[src/rtl/tf_pkg.sv]
package tf_pkg;
  localparam int BYTE_W = 8;
  localparam int BSY_BIT = 7;
  localparam int HOB_BIT = 7;
  localparam logic [BYTE_W-1:0] STAT_RESET = 8'h40;

  typedef enum logic [1:0] {
    SEL_ALO  = 2'd0,
    SEL_AHI  = 2'd1,
    SEL_STAT = 2'd2,
    SEL_ALT  = 2'd3
  } tf_sel_e;

  // Status after an accepted command: BSY forced, rest kept.
  function automatic logic [BYTE_W-1:0] with_busy(input logic [BYTE_W-1:0] s);
    logic [BYTE_W-1:0] r;
    r = s;
    r[BSY_BIT] = 1'b1;
    return r;
  endfunction

  // Address entries in engine order: LBA 47:40, 39:32, 23:16, 15:8.
  function automatic logic [4*BYTE_W-1:0] pack_addr(
    input logic [BYTE_W-1:0] cur_lo, input logic [BYTE_W-1:0] cur_hi,
    input logic [BYTE_W-1:0] prv_lo, input logic [BYTE_W-1:0] prv_hi);
    return {prv_hi, prv_lo, cur_hi, cur_lo};
  endfunction
endpackage

[src/rtl/tf_addr_slot.sv]
module tf_addr_slot #(
  parameter int DW = 8
) (
  input  logic          clk,
  input  logic          rst_n,
  input  logic          host_we,
  input  logic [DW-1:0] host_d,
  input  logic          eng_we,
  input  logic [DW-1:0] eng_cur,
  input  logic [DW-1:0] eng_prv,
  output logic [DW-1:0] cur_q,
  output logic [DW-1:0] prv_q
);
  always_ff @(posedge clk) begin
    if (!rst_n) begin
      cur_q <= '0;
      prv_q <= '0;
    end else if (eng_we) begin
      cur_q <= eng_cur;
      prv_q <= eng_prv;
    end else if (host_we) begin
      prv_q <= cur_q;
      cur_q <= host_d;
    end
  end

  // host write shifts current into previous
  a_r7_shift: assert property (@(posedge clk) disable iff (!rst_n)
    host_we && !eng_we |=> (prv_q == $past(cur_q)) && (cur_q == $past(host_d)));

  // completion loads both entries
  a_r9_eng_load: assert property (@(posedge clk) disable iff (!rst_n)
    eng_we |=> (cur_q == $past(eng_cur)) && (prv_q == $past(eng_prv)));
endmodule

[src/rtl/tf_status_irq.sv]
module tf_status_irq
  import tf_pkg::*;
(
  input  logic              clk,
  input  logic              rst_n,
  input  logic              cmd_accept,
  input  logic              stat_ack,
  input  logic              alt_rd,
  input  logic              eng_done,
  input  logic [BYTE_W-1:0] eng_status,
  output logic [BYTE_W-1:0] status_q,
  output logic              irq_q
);
  always_ff @(posedge clk) begin
    if (!rst_n) begin
      status_q <= STAT_RESET;
      irq_q    <= 1'b0;
    end else begin
      if (eng_done)        status_q <= eng_status;
      else if (cmd_accept) status_q <= with_busy(status_q);

      if (eng_done)                     irq_q <= 1'b1;
      else if (stat_ack || cmd_accept)  irq_q <= 1'b0;
    end
  end

  // alternate read leaves a pending interrupt alone
  a_r3_alt_keeps_irq: assert property (@(posedge clk) disable iff (!rst_n)
    irq_q && alt_rd && !stat_ack && !cmd_accept |=> irq_q);

  // primary read acknowledges unless completion collides
  a_r4_ack_clears: assert property (@(posedge clk) disable iff (!rst_n)
    stat_ack && !eng_done |=> !irq_q);

  // completion raises the interrupt
  a_r9_done_irq: assert property (@(posedge clk) disable iff (!rst_n)
    eng_done |=> irq_q && (status_q == $past(eng_status)));

  // accepted command sets BSY
  a_r2_busy_set: assert property (@(posedge clk) disable iff (!rst_n)
    cmd_accept && !eng_done |=> status_q[BSY_BIT]);
endmodule

[src/rtl/tf_regbank.sv]
module tf_regbank
  import tf_pkg::*;
#(
  parameter int DW = BYTE_W
) (
  input  logic             clk,
  input  logic             rst_n,
  input  logic [1:0]       host_sel,
  input  logic             host_wr,
  input  logic [DW-1:0]    host_wdata,
  input  logic             host_rd,
  output logic [DW-1:0]    host_rdata,
  output logic             irq,
  output logic             cmd_start,
  output logic [DW-1:0]    cmd_code,
  output logic [4*DW-1:0]  cmd_addr,
  input  logic             eng_done,
  input  logic [DW-1:0]    eng_status,
  input  logic [4*DW-1:0]  eng_addr
);
  localparam int NSLOT = 2;

  tf_sel_e     sel_e;
  logic [DW-1:0] status_q;
  logic        busy;
  logic        cmd_accept;
  logic        ctl_wr;
  logic        stat_ack;
  logic        alt_rd;
  logic        hob_q;
  logic [NSLOT-1:0] addr_we;
  logic [DW-1:0] cur_q [NSLOT];
  logic [DW-1:0] prv_q [NSLOT];

  assign sel_e      = tf_sel_e'(host_sel);
  assign busy       = status_q[BSY_BIT];
  assign cmd_accept = host_wr && (sel_e == SEL_STAT) && !busy;
  assign ctl_wr     = host_wr && (sel_e == SEL_ALT);
  assign stat_ack   = host_rd && (sel_e == SEL_STAT);
  assign alt_rd     = host_rd && (sel_e == SEL_ALT);

  for (genvar i = 0; i < NSLOT; i++) begin : g_slot
    assign addr_we[i] = host_wr && (host_sel == 2'(i)) && !busy;
    tf_addr_slot #(.DW(DW)) u_slot (
      .clk     (clk),
      .rst_n   (rst_n),
      .host_we (addr_we[i]),
      .host_d  (host_wdata),
      .eng_we  (eng_done),
      .eng_cur (eng_addr[i*DW +: DW]),
      .eng_prv (eng_addr[(NSLOT+i)*DW +: DW]),
      .cur_q   (cur_q[i]),
      .prv_q   (prv_q[i])
    );
  end

  tf_status_irq u_stat (
    .clk        (clk),
    .rst_n      (rst_n),
    .cmd_accept (cmd_accept),
    .stat_ack   (stat_ack),
    .alt_rd     (alt_rd),
    .eng_done   (eng_done),
    .eng_status (eng_status),
    .status_q   (status_q),
    .irq_q      (irq)
  );

  always_ff @(posedge clk) begin
    if (!rst_n) begin
      hob_q     <= 1'b0;
      cmd_start <= 1'b0;
      cmd_code  <= '0;
    end else begin
      if (ctl_wr)                         hob_q <= host_wdata[HOB_BIT];
      else if ((|addr_we) || cmd_accept)  hob_q <= 1'b0;
      cmd_start <= cmd_accept;
      if (cmd_accept) cmd_code <= host_wdata;
    end
  end

  assign cmd_addr = pack_addr(cur_q[0], cur_q[1], prv_q[0], prv_q[1]);

  always_comb begin
    unique case (sel_e)
      SEL_ALO: host_rdata = hob_q ? prv_q[0] : cur_q[0];
      SEL_AHI: host_rdata = hob_q ? prv_q[1] : cur_q[1];
      default: host_rdata = status_q;
    endcase
  end

  // start pulse lasts one cycle
  a_r5_one_cycle: assert property (@(posedge clk) disable iff (!rst_n)
    cmd_start |=> !cmd_start);

  // start pulse follows an accepted command write
  a_r5_start_cause: assert property (@(posedge clk) disable iff (!rst_n)
    cmd_accept |=> cmd_start && (cmd_code == $past(host_wdata)));

  // busy writes leave the address entries frozen
  a_r10_busy_hold: assert property (@(posedge clk) disable iff (!rst_n)
    busy && host_wr && (sel_e != SEL_ALT) && !eng_done |=> $stable(cmd_addr));

  // accepted task-file write clears the high-order select
  a_r8_hob_clear: assert property (@(posedge clk) disable iff (!rst_n)
    ((|addr_we) || cmd_accept) |=> !hob_q);
endmodule

[config.mk]
export PLATFORM = sky130hd
export DESIGN_NAME = tf_regbank
export DESIGN_NICKNAME = d
export VERILOG_FILES = /design/src/rtl/tf_pkg.sv /design/src/rtl/tf_addr_slot.sv /design/src/rtl/tf_status_irq.sv /design/src/rtl/tf_regbank.sv
export SDC_FILE = /design/constraint.sdc
export NUM_CORES = 1
export LEC_CHECK = 0
export BUFFER_PORTS_ARGS = -buffer_cell sky130_fd_sc_hd__buf_2
export CORE_UTILIZATION = 40
export DETAILED_ROUTE_END_ITERATION = 12
export PLACE_DENSITY_LB_ADDON = 0.25
export SETUP_SLACK_MARGIN = 0.2
export SLEW_MARGIN = 10
export SYNTH_ARGS = -nofsm -noshare
export SYNTH_HDL_FRONTEND = slang
export SYNTH_SLANG_ARGS = --single-unit
[constraint.sdc]
create_clock -name clk -period 2.7 [get_ports clk]
set_clock_uncertainty 0.1 [all_clocks]
set_input_delay 0.54 -clock clk [delete_from_list [all_inputs] [get_ports clk]]
set_output_delay 0.54 -clock clk [all_outputs]
set_load 0.05 [all_outputs]
==> results.cfg <==
[status]
status = finished, final reports clean

[placed_design]
port_buffers = 104
pre_cts_ws_ps = 436.3
dp_hpwl_um = 5447
gp_congestion = 0.8541

[sta]
max-slew-margin-rel = 0.6102
finalSetupTns_ps = 0
worst_slew_pin_slew_ps = 570.0
period_share = 0.9069
setup_ws_ps = 251.4
final_max_slew_viol_count = 0
holdWs_ps = 350.2
min_period_ps = 2449
finalSetupViolCount = 0
fmax_ghz = 0.4084
finalHoldViolCount = 0
rsz0062_at_grt = false

[clock_network]
cts_made_buffers = 5
cts.repair.resized = 2
cts_tree = built
postCtsSetupBuffers = 0
holdBufCountCts = 0
clockBufferDepth = 2
htree_levels = 2
root_buffer = clkbuf_8
insertion_delay_ps = 310
path_clk_slew_ps = 90
clock_sinks = 51

[power]
clkPwrFrac = 0.267
p_sw_frac = 0.3496
p_leak_uw = 0.001511
power_frac_seq = 0.465
switchingPower_uw = 643.9
ir_drop_uv = 287.5
powerDensity_nw_per_um2 = 572.4
p_int_uw = 1198
comb_power_share = 0.269

[logic_synthesis]
ys_ff_latch = 51
synth_cells = 262
syn_avg_cell_area_um2 = 9.685
ys.flop_type = dfxtp_1
yosysTopAreaCellShare = 0.4024
async_flop_share = 0
yosysWarnings = 0
synthTopCellsByCount = 51 x dfxtp_1, 42 x mux2i_1, 19 x o31ai_1
yosysTopAreaCell = dfxtp_1
synth_area_um2 = 2537
synth_area_leaders = dfxtp_1 40%, mux2i_1 17%, o31ai_1 5.6%, a221o_1 4.7%, nor2b_1 3.9%
synth_edf_count = 0
syn-num-nets = 317
ys_types = 38
synth.most_common_cell = dfxtp_1
synth_seq_area_share = 0.4024

[drt]
drc_errors = 0
avgViaCountPerCell = 5.486
routedWlPerCell_um = 17.15
drtIter0Drc = 99
ant_nets = 0
drt-pass1-iter-count = 4
vias = 2370
routed_wl_um = 7407

[critical_path]
cp_slowest_cell = dfxtp_2
path_cells = buf_6 > mux2_2 > a221o_1 > buf_2
crit_path_end_kind = primary output
path_class = register to primary output
setup.worst_path.start_class = register
critPathMaxFanout = 13
required_ps = 2060
cp.arrival_ps = 1810
max_stage_delay_ps = 410

[cells_and_area]
diodes = 0
utilization = 0.5341
drive_above_1_share = 0.3782
area_delta_synth_final_pct = 26.82
fin_nets = 411

[die]
die_h_um = 81.65
num_rows = 28
die_w_um = 81.65
die-area_um2 = 6666
io-pin-count = 105
coreArea_um2 = 6026
initial_core_util = 0.4211

[grt]
grt_max_degree = 34
grt_overflow_total = 0
grt_pass1_wl_um = 11270
track_usage = 0.2264
first_global_vias = 2155
antenna_found_initial = 0

[run]
cap_violations = 0

[min_path]
hold_class = primary input to register
flip-flops by register name, summed over array words and instances, names as in the netlist:
name and cells:
g_slot.u_slot.cur_q 16, g_slot.u_slot.prv_q 16, cmd_code 8, u_stat.status_q 8, cmd_start 1, hob_q 1, u_stat.irq_q 1
kinds of logic after synthesis:
family,synth area share
AOI/OAI and AO/OA,0.2125
buffers and inverters,0.05325
DFF,0.4024
muxes,0.1967
and+or+nand+nor,0.1351
through the flow:
| stage | instance area [µm²] | total power [µW] | cells |
|---|---|---|---|
| finish | 3218 | 1842 | 432 |
| floorplan | 2544 | 1218 | 262 |
| detailed placement | 3113 | 1368 | 424 |
| global route | 3218 | 1917 | 432 |
| CTS | 3218 | 1853 | 432 |
| global placement | 3113 | 1363 | 424 |
worst max-delay path: cells and delay by family (launching register included):
kind	cells	cell delay (ps)
AOI/OAI and AO/OA	1	320
DFF	1	410
muxes	1	360
buffers and inverters	2	410
final cells by class:
cell class              count  area, µm²
repair buffers            113      591.8
well taps                  75      93.84
clock buffers               8      100.1
fillers                   590       2808
multi-input cells         179       1388
inverters                   6      22.52
flip-flops and latches     51       1022
worst paths after layout:
| check | slack (ps) | from | cells past startpoint | to |
|---|---|---|---|---|
| setup / recovery | 250 | hob_q | 4 | host_rdata[1] |
| hold / removal | 350 | eng_status[6] | 3 | u_stat.status_q[6] |
| setup reg to reg | 1000 | u_stat.status_q[7] | 4 | g_slot[0].u_slot.cur_q[5] |
| hold reg to reg | 380 | g_slot[1].u_slot.prv_q[4] | 2 | g_slot[1].u_slot.prv_q[4] |
layout by cell type, fill, tap and decap left out, types with 2 or more instances in the layout:
cell type,count
and3_1,6
nor2b_1,16
dfxtp_1,50
nand2_1,7
o21a_1,4
nor2_1,5
buf_4,8
inv_1,6
o221a_1,4
a21oi_1,18
a211oi_1,2
buf_2,104
mux2_2,7
a221o_1,12
nor3_1,11
o31ai_1,19
and4bb_2,2
mux2i_1,42
clkbuf_8,7
a21boi_0,2
o21ai_0,6
per-layer routing:
metal / vias to the layer above / wire length, µm / GRT usage
met5: - / 0 / 0
li1: 1163 / - / -
met4: 0 / 44 / 0.05789
met2: 89 / 3466 / 0.3633
met3: 6 / 534 / 0.05000
met1: 1112 / 3362 / 0.3064
power groups by stage:
stage | registers (µW) | clock network (µW) | logic, µW
floorplan | 1000 | 0 | 216
finish | 856 | 491 | 495
global placement | 874 | 0 | 489
global route | 863 | 526 | 529
CTS | 855 | 500 | 497
detailed placement | 873 | 0 | 495
Note: power is estimated with default switching activity, not from simulation.
